<file path="src/rtl/wake_combiner.sv">
module wake_combiner #(
  parameter int POR_CYCLES = 164,
  parameter int TIMER_BITS = 28,
  parameter int WIN_SLOTS  = 16
) (
  input  logic       clk,
  input  logic       rst_n,
  input  logic [2:0] ch_data,
  input  logic [2:0] ch_match,
  input  logic [2:0] ch_en,
  input  logic       half_bit_stb,
  input  logic       dbl_mode,
  input  logic       wake_clr,
  input  logic       timer_en,
  input  logic       test_en,
  input  logic [1:0] test_sel,
  input  logic [1:0] ch_sel,
  output logic       wake_n
);
  localparam int PW = $clog2(POR_CYCLES + 1);
  localparam int CW = $clog2(WIN_SLOTS + 1);

  logic [PW-1:0]         por_cnt;
  logic [TIMER_BITS-1:0] tmr;
  logic [CW-1:0]         win_cnt;
  logic [2:0]            chw_q;
  logic [2:0]            hit;
  logic wake_q, armed, por_done, tmr_ovf, live, in_win, det;
  logic sel_data, sel_wake, tst_n;

  assign por_done = (por_cnt == PW'(POR_CYCLES));
  assign tmr_ovf  = timer_en & (&tmr);
  assign hit      = ch_match & ch_en;
  assign live     = por_done & ~wake_clr;
  assign in_win   = armed & (win_cnt < CW'(WIN_SLOTS));
  assign det      = (|hit) & (~dbl_mode | in_win);

  always_ff @(posedge clk or negedge rst_n)
    if (!rst_n)         por_cnt <= '0;
    else if (!por_done) por_cnt <= por_cnt + 1'b1;

  always_ff @(posedge clk or negedge rst_n)
    if (!rst_n)        tmr <= '0;
    else if (timer_en) tmr <= tmr + 1'b1;

  always_ff @(posedge clk or negedge rst_n)
    if (!rst_n) begin
      armed   <= 1'b0;
      win_cnt <= '0;
    end else if (!live || !dbl_mode) begin
      armed   <= 1'b0;
      win_cnt <= '0;
    end else if (|hit) begin
      armed   <= ~in_win;
      win_cnt <= '0;
    end else if (half_bit_stb && in_win) begin
      win_cnt <= win_cnt + 1'b1;
    end

  always_ff @(posedge clk or negedge rst_n)
    if (!rst_n)                                      wake_q <= 1'b0;
    else if (wake_clr)                               wake_q <= 1'b0;
    else if (!por_done && por_cnt == PW'(POR_CYCLES - 1)) wake_q <= 1'b1;
    else if (live && (det || tmr_ovf))               wake_q <= 1'b1;

  always_ff @(posedge clk or negedge rst_n)
    if (!rst_n)        chw_q <= '0;
    else if (wake_clr) chw_q <= '0;
    else if (live)     chw_q <= chw_q | hit;

  always_comb begin
    sel_data = 1'b1;
    sel_wake = 1'b0;
    case (ch_sel)
      2'd0: begin sel_data = ch_data[0]; sel_wake = chw_q[0]; end
      2'd1: begin sel_data = ch_data[1]; sel_wake = chw_q[1]; end
      2'd2: begin sel_data = ch_data[2]; sel_wake = chw_q[2]; end
      default: ;
    endcase
    case (test_sel)
      2'd0:    tst_n = sel_data;
      2'd1:    tst_n = ~sel_wake;
      default: tst_n = 1'b1;
    endcase
  end

  assign wake_n = test_en ? tst_n : (~wake_q | wake_clr);
endmodule

</file>
<file path="config.mk">
export PLATFORM = sky130hd
export DESIGN_NAME = wake_combiner
export DESIGN_NICKNAME = d
export VERILOG_FILES = /design/src/rtl/wake_combiner.sv
export SDC_FILE = /design/constraint.sdc
export NUM_CORES = 1
export LEC_CHECK = 0
export BUFFER_PORTS_ARGS = -buffer_cell sky130_fd_sc_hd__buf_2
export CAP_MARGIN = 10
export CORE_AREA = 2 2 73 75
export DETAILED_ROUTE_END_ITERATION = 10
export DIE_AREA = 0 0 75 77
export GPL_TIMING_DRIVEN = 0
export SYNTH_ARGS = -nofsm -noshare
export SYNTH_HDL_FRONTEND = slang
export SYNTH_SLANG_ARGS = --single-unit
</file>
<file path="constraint.sdc">
create_clock -name clk -period 2.68 [get_ports clk]
set_input_delay 0.268 -clock clk [delete_from_list [all_inputs] [get_ports clk]]
set_output_delay 0.268 -clock clk [all_outputs]
set_load 0.05 [all_outputs]
</file>
==> flow_summary_export.csv, run 1 <==
group,metric,value,unit
status,outcome,"complete, no violations",
global_routing,grt_remaining_overflow,0,
die,die_height,77,um
power,max-vdd-ir-drop,0.000282,V
job,max_cap_viol_count,0,
global_routing,grt_start_max_net_pins,47,
finish,post_route_cells_drive_above_1_share,15.5,%
synth,main_combinational_cell_family_by_area_after_synthesis,"simple AND/OR/NAND/NOR gates",
synth,synth.distinct_cells,36,
clock_network,cts.htree.levels,2,
synth,synth-seq-cells,46,
routing,met3RoutedLength,164,um
critical_path,end_of_the_worst_register_to_register_path,"wake_q$_DFFE_PN0P_",
timing,final_period_minus_worst_setup_slack,2.12,ns
clock_network,root_buffer,"sky130_fd_sc_hd__clkbuf_8",
synth,yosys.area_share.simple,20.1,%
synth,netlist_area,2180,sq um
clock_network,postCtsResizedCells,0,
synth,most_frequently_used_cell_type_in_the_post_synthesis_netlist,"sky130_fd_sc_hd__dfrtp_1",
synth,post_synth_fa_ha_maj_area_fraction,2.30,%
routing,route.layer.met1.wl,1730,um
finish,antenna_cells_inserted,0,
global_routing,grt_util_all_layers,13.7,%
finish,fin_nets,251,
critical_path,critPathKind,"reg2reg",
worst_hold_path,hp-class,"in2async",
clock_network,holdBufCountCts,0,
critical_path,critical_path.endpoint_type,"flop",
placed_design,detailedPlacementHpwl,2490,um
global_routing,grt_pass1_wl,6150,um
die,initial_core_util,43.7,%
timing,timing.final.hold_violations,0,
timing,final-max-slew-violation-count,0,
clock_network,worst_skew_pair.late_latency,0.29,ns
clock_network,number_of_cts_inserted_buffers,5,
synth,synth.yosys.seq_area_share,52.9,%
timing,setup-violations-final,0,
global_routing,grt_pass1_vias,1434,
finish,area_growth_syn_to_layout,12.4,%
global_routing,antenna_found_initial,0,
routing,dr_total_vias,1477,
synth,synth_nets,224,
routing,number_of_detailed_routing_iterations_run_before_antenna_repair,4,
clock_network,clock_sink_count,46,
synth,share_of_the_synthesized_area_in_compound_gates_ao_oa_aoi_oai,4.94,%
die,design.die.area,5780,sq um
placed_design,numPortBuffers,20,
synth,synth_xor_area_share,14.9,%
timing,setup_total_negative_slack,0,ns
routing,detail-route-antenna-nets,0,
critical_path,setup.worst_path.start_class,"flop",
clock_network,cts.path.max_buffers,2,
synth,synth_largest_area_cell,"sky130_fd_sc_hd__dfrtp_1",
timing,finalClockSkew,0.00464,ns
finish,final_core_utilization,49.2,%
clock_network,cts.repair_timing.setup_buffer_count,0,
synth,yosys_most_used_dff,"sky130_fd_sc_hd__dfrtp_1",
routing,wire_per_inst,11.9,um
critical_path,rr_worst_depth,6,
synth,fraction_of_registers_with_async_set_reset,100,%
synth,synth.area.top_cells,"sky130_fd_sc_hd__dfrtp_1 (53%), sky130_fd_sc_hd__xnor2_1 (7.6%), sky130_fd_sc_hd__xor2_1 (7.2%)",
critical_path,timing.critical_path.fanout_max,8,
die,core_region_area,4980,sq um
critical_path,cp_data_required_time,2.87,ns
routing,first_iter_violations,75,
timing,max_slew.worst_pin.slew,0.996,ns
timing,achievable-frequency,471,MHz
critical_path,reg2reg_setup_slack,0.56,ns
clock_network,cts_tree,"done",
routing,post_drt_via_cell_ratio,4.99,
placed_design,gp_routability_congestion,0.728,
timing,max-slew-margin-rel,33.6,%
clock_network,clk_pin_slew_worst_paths,0.08,ns
power,power_leakage,1.14,nW
synth,synthesized_area_per_cell,10.9,sq um
timing,fin_crit_sh,79.3,%
routing,detail_route.drc_violations,0,
timing,rsz0062_at_grt,"no",
die,dieWidth,75,um
critical_path,crit-reg2reg-launch,"tmr[0]$_DFFE_PN0P_",
routing,drt_wl_total,3530,um
synth,synthTopCellsByCount,"sky130_fd_sc_hd__dfrtp_1 (46), sky130_fd_sc_hd__xnor2_1 (19), sky130_fd_sc_hd__xor2_1 (18), sky130_fd_sc_hd__nor2_1 (16), sky130_fd_sc_hd__nand2_1 (15)",
power,cellPowerDensity,548,nW/um^2
routing,topRoutingLayerUsed,"met4",
synth,synth-edff-count,0,
critical_path,worstPathArrival,2.32,ns
synth,yosysWarnings,0,
routing,met2WireLength,1620,um
die,rows,26,
synth,netlist_instances,200,
power,fin_total_pwr,1.34,mW
die,top_level_ports,21,
synth,post_synth_mux_area_share,2.47,%
synth,synth_largest_type_area_fraction,52.9,%
==> flip-flops by register name (all words and copies together) (netlist names) <==
name	cells
armed	1
wake_q	1
tmr	28
chw_q	3
por_cnt	8
win_cnt	5
==> kinds of logic (layout without fill, tap and decap cells) <==
group,after synthesis,count (layout)
AND/OR/NAND/NOR,82,82
flip-flops,46,46
XOR/XNOR,37,37
AO/OA/AOI/OAI,14,14
buffers and inverters,12,38
multiplexers,5,5
adder cells (fa/ha/maj),4,4
==> worst max path at each step <==
stage,from,to,slack (ns),cells after the start
after floorplan,chw_q[2]$_DFFE_PN0P_,wake_n,0.62,3
after global placement,tmr[0]$_DFFE_PN0P_,wake_q$_DFFE_PN0P_,0.61,6
after detailed placement,tmr[0]$_DFFE_PN0P_,wake_q$_DFFE_PN0P_,0.55,6
after CTS,tmr[0]$_DFFE_PN0P_,wake_q$_DFFE_PN0P_,0.53,6
after global routing,por_cnt[3]$_DFFE_PN0P_,win_cnt[1]$_DFFE_PN0P_,0.33,4
final,tmr[0]$_DFFE_PN0P_,wake_q$_DFFE_PN0P_,0.56,6
==> area by class of cell <==
cell class                      instances  area, sq um
Multi-Input combinational cell        142          973
Clock buffer                            6         82.6
Fill cell                             471         2530
Inverter                                7         26.3
Timing Repair Buffer                   20          100
Buffer                                  5         26.3
Sequential cell                        46         1150
Tap cell                               70         87.6
==> critical path: stages, from the launching register on <==
cell and delay [ns]:
sky130_fd_sc_hd__dfrtp_1 0.40, sky130_fd_sc_hd__ha_1 0.23, sky130_fd_sc_hd__nand3_2 0.11, sky130_fd_sc_hd__or3_1 0.39
sky130_fd_sc_hd__buf_6 0.15, sky130_fd_sc_hd__or4_1 0.51, sky130_fd_sc_hd__a211oi_1 0.24
==> routing by layer <==
metal,vias to the layer above,global-route usage [%]
met5,-,0
met3,2,3.94
met1,706,18.0
met4,0,4.29
met2,28,21.6
li1,741,-
==> where the power goes <==
part | leakage, nW | internal [mW] | switching, mW
Combinational | 0.494 | 0.0674 | 0.0687
Sequential | 0.601 | 0.745 | 0.0509
Clock | 0.0431 | 0.199 | 0.211
Total | 1.14 | 1.01 | 0.330
==> layout by cell type (no fill, tap or decap), types with 2 or more instances in the layout <==
cell / netlist / layout
sky130_fd_sc_hd__dfrtp_1: 46 / 46
sky130_fd_sc_hd__buf_2: 0 / 20
sky130_fd_sc_hd__xnor2_1: 19 / 19
sky130_fd_sc_hd__xor2_1: 18 / 18
sky130_fd_sc_hd__nor2_1: 16 / 16
sky130_fd_sc_hd__nand2_1: 15 / 15
sky130_fd_sc_hd__nand3_1: 11 / 11
sky130_fd_sc_hd__nand4_1: 8 / 8
sky130_fd_sc_hd__nor3_1: 8 / 8
sky130_fd_sc_hd__inv_1: 7 / 7
sky130_fd_sc_hd__clkbuf_8: 0 / 6
sky130_fd_sc_hd__clkbuf_1: 4 / 4
sky130_fd_sc_hd__and3_1: 4 / 4
sky130_fd_sc_hd__ha_1: 4 / 4
sky130_fd_sc_hd__mux2_2: 3 / 3
sky130_fd_sc_hd__o21ba_2: 3 / 3
sky130_fd_sc_hd__and4_1: 3 / 3
sky130_fd_sc_hd__nor4_1: 3 / 3
sky130_fd_sc_hd__a211oi_1: 2 / 2
sky130_fd_sc_hd__a21oi_1: 2 / 2
sky130_fd_sc_hd__o21ai_0: 2 / 2
sky130_fd_sc_hd__nand2b_1: 2 / 2
sky130_fd_sc_hd__a41oi_1: 2 / 2
sky130_fd_sc_hd__nor4b_1: 2 / 2
sky130_fd_sc_hd__mux2i_1: 2 / 2
sky130_fd_sc_hd__or3_1: 2 / 2
==> per-stage QoR <==
step	cells	setup WS, ns	instance area, sq um	hold WS (ns)
2_1_floorplan	200	0.623	2180	-0.0276
3_3_place_gp	290	0.606	2360	0.455
3_5_place_dp	290	0.554	2360	0.457
4_1_cts	296	0.534	2450	0.184
5_1_grt	296	0.329	2450	0.214
6_report	296	0.556	2450	0.140
(Power assumes the default switching activity.)
==> run 2, diff against run 1 <==
Clock period 2.68 ns to 1.9 ns, I/O delays scaled along.
==> run 2 against run 1 <==
Register-to-register slack lost 0.52 ns; global-route usage grew 0.44 points; routed wire length grew 4.3%; setup slack lost 0.52 ns; worst hold slack lost 0.088 ns; fmax grew 14%; combinational power grew 82%; final cell count grew 2.4%; sequential share of layout area shrank 2.2 points; non-clock buffer count grew 6; clock power grew 79%; final area grew 4.9%; largest cell class unchanged.
==> flow_summary_export.csv, run 2 (synthesized netlist as in run 1, its figures left out) <==
group,metric,value,unit
finish,area_growth_syn_to_layout,17.9,%
finish,layout_common_cells,"sky130_fd_sc_hd__dfrtp_1 (46), sky130_fd_sc_hd__xnor2_1 (19), sky130_fd_sc_hd__buf_2 (19)",
finish,final_core_utilization,51.6,%
finish,post_route_cells_drive_above_1_share,21.9,%
critical_path,critical_path.endpoint_type,"flop",
timing,whs,0.0518,ns
finish,fin_nets,257,
finish,register_area,1150,sq um
routing,number_of_detailed_routing_iterations_run_before_antenna_repair,4,
clock_network,cts.htree.levels,2,
power,power_leakage,1.19,nW
power,p_seq_share,53.3,%
placed_design,post_dp_cell_area,2370,sq um
timing,rsz0062_at_grt,"yes",
die,initial_core_util,43.7,%
critical_path,setup.worst_path.start_class,"flop",
power,netSwitchingFraction,23.5,%
power,fin_total_pwr,2.10,mW
die,core_region_area,4980,sq um
die,dieWidth,75,um
power,power_frac_clock,34.9,%
critical_path,end_of_the_worst_register_to_register_path,"wake_q$_DFFE_PN0P_",
routing,first_iter_violations,44,
finish,area_occupied_by_multi_input_gates,1020,sq um
placed_design,numPortBuffers,20,
routing,drt_wl_total,3680,um
timing,timing.final.hold_violations,0,
placed_design,dpl_cells,290,
clock_network,cts_tree,"done",
global_routing,grt_pass1_wl,6380,um
global_routing,grt_start_max_net_pins,47,
routing,post_drt_via_cell_ratio,5.02,
finish,filler_cell_count,452,
status,outcome,"complete, no violations",
timing,fin_crit_sh,98.0,%
die,rows,26,
power,cellPowerDensity,819,nW/um^2
critical_path,crit_path_cell_trace,"ha_2 -> nand3_2 -> or3_4 -> or4_4 -> a211oi_2",
routing,wire_per_inst,12.1,um
timing,final_period_minus_worst_setup_slack,1.86,ns
routing,detail-route-antenna-nets,0,
critical_path,cp_data_required_time,2.12,ns
clock_network,cts.path.max_buffers,2,
critical_path,crit-reg2reg-launch,"tmr[0]$_DFFE_PN0P_",
placed_design,gp_routability_congestion,0.741,
clock_network,number_of_cts_inserted_buffers,5,
finish,antenna_cells_inserted,0,
die,design.die.area,5780,sq um
global_routing,grt_pass1_vias,1474,
critical_path,critical-path-slowest-cell,"sky130_fd_sc_hd__or4_4",
timing,layout_setup_ws,0.0386,ns
die,top_level_ports,21,
timing,finalClockSkew,0.00544,ns
finish,flip_flop_count_of_the_largest_register_after_layout,28,
finish,largest_registers,"tmr x28, por_cnt x8, win_cnt x5",
timing,max_slew.worst_pin.slew,0.990,ns
global_routing,grt_util_all_layers,14.1,%
timing,setup-violations-final,0,
clock_network,root_buffer,"sky130_fd_sc_hd__clkbuf_8",
placed_design,detailedPlacementHpwl,2480,um
critical_path,reg2reg_setup_slack,0.04,ns
timing,setup_total_negative_slack,0,ns
clock_network,holdBufCountCts,0,
critical_path,timing.critical_path.fanout_max,3,
global_routing,antenna_found_initial,0,
finish,post-route-cell-area,2570,sq um
global_routing,grt_remaining_overflow,0,
timing,achievable-frequency,537,MHz
critical_path,rr_worst_depth,5,
timing,max-slew-margin-rel,34.0,%
finish,largest-register,"tmr",
job,max_cap_viol_count,0,
critical_path,cp_slowest_stage_delay,0.53,ns
critical_path,worstPathArrival,2.08,ns
clock_network,worst_skew_pair.late_latency,0.29,ns
finish,filler_free_cell_count_of_the_finished_design,303,
placed_design,dp_worst_setup_slack,-0.143,ns
die,die_height,77,um
finish,most_frequent_standard_cell_in_the_layout_excluding_fill_and_tap_cells,"sky130_fd_sc_hd__dfrtp_1",
power,max-vdd-ir-drop,0.000746,V
power,internal_power,1.61,mW
clock_network,clock_sink_count,46,
critical_path,critPathKind,"reg2reg",
clock_network,clk_pin_slew_worst_paths,0.08,ns
routing,detail_route.drc_violations,0,
timing,final-max-slew-violation-count,0,
routing,dr_total_vias,1520,
power,comb_power_share,11.8,%
worst_hold_path,hp-class,"in2async",
power,p_switching,495,uW
run 2: power by group through the flow:
stage | combinational, mW | sequential (mW) | clock [mW]
2_1_floorplan | 0.131 | 1.13 | 0
6_report | 0.248 | 1.12 | 0.734
4_1_cts | 0.252 | 1.12 | 0.761
3_5_place_dp | 0.198 | 1.14 | 0
5_1_grt | 0.283 | 1.13 | 0.793
3_3_place_gp | 0.194 | 1.14 | 0
run 2: timing repair:
item	CTS	global route
setup endpoints to repair	6	7
buffers inserted	5	2
pin swaps	2	3
resized for setup	2	7
endpoints found under the hold margin	0	0
run 2: final cells by class:
cell class | instances | share of cell area (%)
clock inverters | 1 | 1.17
repair buffers | 27 | 6.04
flip-flops and latches | 46 | 44.8
inverters | 7 | 1.02
plain buffers | 4 | 0.585
clock buffers | 6 | 3.22
multi-input cells | 142 | 39.7
well taps | 70 | 3.41
run 2: critical path: cells and delay by family (launching register included):
| family | cells | cell delay [ns] |
|---|---|---|
| AO/OA/AOI/OAI | 1 | 0.22 |
| AND/OR/NAND/NOR | 3 | 1.02 |
| flip-flops | 1 | 0.36 |
| adder cells (fa/ha/maj) | 1 | 0.19 |
run 2: worst max path at each step:
| stage | startpoint | to | slack, ns | cells after the start |
|---|---|---|---|---|
| floorplan | tmr[0]$_DFFE_PN0P_ | wake_q$_DFFE_PN0P_ | 0.04 | 6 |
| CTS | tmr[0]$_DFFE_PN0P_ | wake_q$_DFFE_PN0P_ | -0.02 | 6 |
| global placement | por_cnt[3]$_DFFE_PN0P_ | win_cnt[0]$_DFFE_PN0P_ | -0.12 | 4 |
| finish | tmr[0]$_DFFE_PN0P_ | wake_q$_DFFE_PN0P_ | 0.04 | 5 |
| detailed placement | por_cnt[3]$_DFFE_PN0P_ | win_cnt[0]$_DFFE_PN0P_ | -0.14 | 4 |
| global route | tmr[0]$_DFFE_PN0P_ | wake_q$_DFFE_PN0P_ | -0.03 | 5 |
run 2: per-layer routing:
layer / part of all wire (%) / wire (um) / global-route usage [%] / vias up
li1: - / - / - / 752
met1: 48 / 1770 / 19.1 / 739
met2: 46 / 1710 / 21.5 / 24
met3: 4.1 / 152 / 3.15 / 5
met4: 1.1 / 41 / 6.07 / 0
met5: 0 / 0 / 0 / -
==> run 3, diff against run 2 <==
Settings changed: RECOVER_POWER from default to 25.
==> run 3 against run 2 <==
Via count did not move; routed wire length stayed put; final area stayed put; worst hold slack gained 0.039 ns; critical path depth stayed put; global-route usage is the same; combinational power is essentially flat; flip-flop and latch count did not move; final cell count unchanged; critical path type unchanged.
==> flow_summary_export.csv, run 3 (synthesized netlist as in run 1, its figures left out) <==
group,metric,value,unit
critical_path,worstPathArrival,2.08,ns
timing,max_slew.worst_pin.slew,1.11,ns
power,cellPowerDensity,819,nW/um^2
power,comb_power_share,11.8,%
finish,post-route-cell-area,2570,sq um
timing,final_period_minus_worst_setup_slack,1.86,ns
clock_network,holdBufCountCts,0,
critical_path,critPathKind,"reg2reg",
routing,wire_per_inst,12.1,um
routing,first_iter_violations,44,
status,outcome,"complete, no violations",
timing,achievable-frequency,537,MHz
routing,number_of_detailed_routing_iterations_run_before_antenna_repair,4,
routing,topRoutingLayerUsed,"met4",
critical_path,timing.critical_path.fanout_max,3,
finish,most_frequent_standard_cell_in_the_layout_excluding_fill_and_tap_cells,"sky130_fd_sc_hd__dfrtp_1",
worst_hold_path,hp-class,"in2async",
timing,setup-violations-final,0,
clock_network,root_buffer,"sky130_fd_sc_hd__clkbuf_8",
power,fin_total_pwr,2.10,mW
routing,post_drt_via_cell_ratio,5.02,
critical_path,critical_path.endpoint_type,"flop",
clock_network,cts.path.max_buffers,2,
die,design.die.area,5780,sq um
die,core_region_area,4980,sq um
clock_network,clock_sink_count,46,
critical_path,cp_data_required_time,2.12,ns
routing,dr_total_vias,1520,
global_routing,grt_pass1_vias,1474,
die,die_height,77,um
global_routing,antenna_found_initial,0,
clock_network,clk_pin_slew_worst_paths,0.08,ns
global_routing,grt_util_all_layers,14.1,%
die,rows,26,
finish,layout_common_cells,"sky130_fd_sc_hd__dfrtp_1 (46), sky130_fd_sc_hd__xnor2_1 (19), sky130_fd_sc_hd__xor2_1 (18), sky130_fd_sc_hd__buf_2 (18), sky130_fd_sc_hd__nor2_1 (16)",
finish,fin_nets,257,
routing,met3RoutedLength,151,um
global_routing,grt_pass1_wl,6380,um
placed_design,detailedPlacementHpwl,2480,um
routing,drt_wl_total,3680,um
finish,flip_flop_count_of_the_largest_register_after_layout,28,
die,initial_core_util,43.7,%
critical_path,rr_worst_depth,5,
clock_network,cts_tree,"done",
power,p_switching,495,uW
die,dieWidth,75,um
timing,rsz0062_at_grt,"yes",
clock_network,worst_skew_pair.late_latency,0.29,ns
power,power_leakage,1.19,nW
routing,detail-route-antenna-nets,0,
power,internal_power,1.61,mW
placed_design,gp_routability_congestion,0.741,
finish,filler_cell_count,452,
finish,largest-register,"tmr",
placed_design,post_dp_cell_area,2370,sq um
routing,detail_route.drc_violations,0,
timing,fin_crit_sh,98.0,%
finish,area_growth_syn_to_layout,17.9,%
global_routing,grt_start_max_net_pins,47,
power,p_seq_share,53.3,%
critical_path,setup.worst_path.start_class,"flop",
timing,timing.final.hold_violations,0,
timing,max-slew-margin-rel,26.1,%
timing,final-max-slew-violation-count,0,
finish,largest_registers,"tmr x28, por_cnt x8, win_cnt x5",
global_routing,grt_remaining_overflow,0,
routing,met2WireLength,1710,um
clock_network,number_of_cts_inserted_buffers,5,
routing,route.layer.met1.wl,1770,um
clock_network,cts.htree.levels,2,
finish,post_route_cells_drive_above_1_share,21.9,%
power,power_frac_clock,34.9,%
job,max_cap_viol_count,0,
power,netSwitchingFraction,23.5,%
timing,finalClockSkew,0.00544,ns
power,max-vdd-ir-drop,0.000746,V
die,top_level_ports,21,
placed_design,numPortBuffers,20,
finish,antenna_cells_inserted,0,
-- run 3: changes by cell type in the layout (fill, tap and decap cells not counted), sizes merged --
cell / before / now
buf: 27 / 26
clkbuf: 10 / 11
-- run 3: worst max-delay path, stage by stage (launching register included) --
cell and delay, ns:
sky130_fd_sc_hd__dfrtp_1 0.36, sky130_fd_sc_hd__ha_2 0.19, sky130_fd_sc_hd__nand3_2 0.10, sky130_fd_sc_hd__or3_4 0.39, sky130_fd_sc_hd__or4_4 0.53, sky130_fd_sc_hd__a211oi_2 0.22
-- run 3: layout make-up --
cell class	count	area (sq um)	share of cell area [%]
Inverter	7	26.3	1.02
Multi-Input combinational cell	142	1020	39.7
Tap cell	70	87.6	3.41
Sequential cell	46	1150	44.8
Buffer	4	15.0	0.585
Timing Repair Buffer	27	155	6.04
Clock buffer	6	82.6	3.22
Clock inverter	1	30.0	1.17
-- run 3: path summary, 6_finish.rpt --
check | slack, ns | from | endpoint
worst max-delay path | 0.04 | tmr[0]$_DFFE_PN0P_ | wake_q$_DFFE_PN0P_
worst min-delay path | 0.09 | rst_n | por_cnt[5]$_DFFE_PN0P_
worst max register to register | 0.04 | tmr[0]$_DFFE_PN0P_ | wake_q$_DFFE_PN0P_
worst min register to register | 0.47 | tmr[21]$_DFFE_PN0P_ | tmr[21]$_DFFE_PN0P_
max in group asynchronous | 1.13 | rst_n | tmr[21]$_DFFE_PN0P_
min in group clk | 0.13 | wake_clr | wake_q$_DFFE_PN0P_
-- run 3: power groups by stage --
| stage | registers, mW | logic [mW] | clock network [mW] |
|---|---|---|---|
| finish | 1.12 | 0.248 | 0.734 |
| global route | 1.13 | 0.283 | 0.793 |
| CTS | 1.12 | 0.252 | 0.761 |
| detailed placement | 1.14 | 0.198 | 0 |
| global placement | 1.14 | 0.194 | 0 |
| floorplan | 1.13 | 0.131 | 0 |
-- run 3: stage by stage --
stage | hold slack (ns) | worst slack [ns] | TNS [ns] | cells | util (%)
finish | 0.0913 | 0.0386 | 0 | 303 | 51.6
global route | 0.140 | -0.0332 | -0.0332 | 303 | 51.6
CTS | 0.100 | -0.0193 | -0.0193 | 302 | 50.9
detailed placement | 0.429 | -0.143 | -0.723 | 290 | 47.7
global placement | 0.427 | -0.116 | -0.593 | 290 | 47.7
floorplan | -0.106 | 0.0385 | 0 | 200 | -
-- run 3: timing repair --
item	in CTS	in global routing
cloned	0	0
buffers inserted	5	2
setup endpoints to repair	6	7
pin swaps	2	3
resized for setup	2	7
-- run 3: routing by layer --
metal,up-vias,GRT usage [%]
li1,752,-
met1,739,19.1
met4,0,6.07
met5,-,0
met2,24,21.5
met3,5,3.15
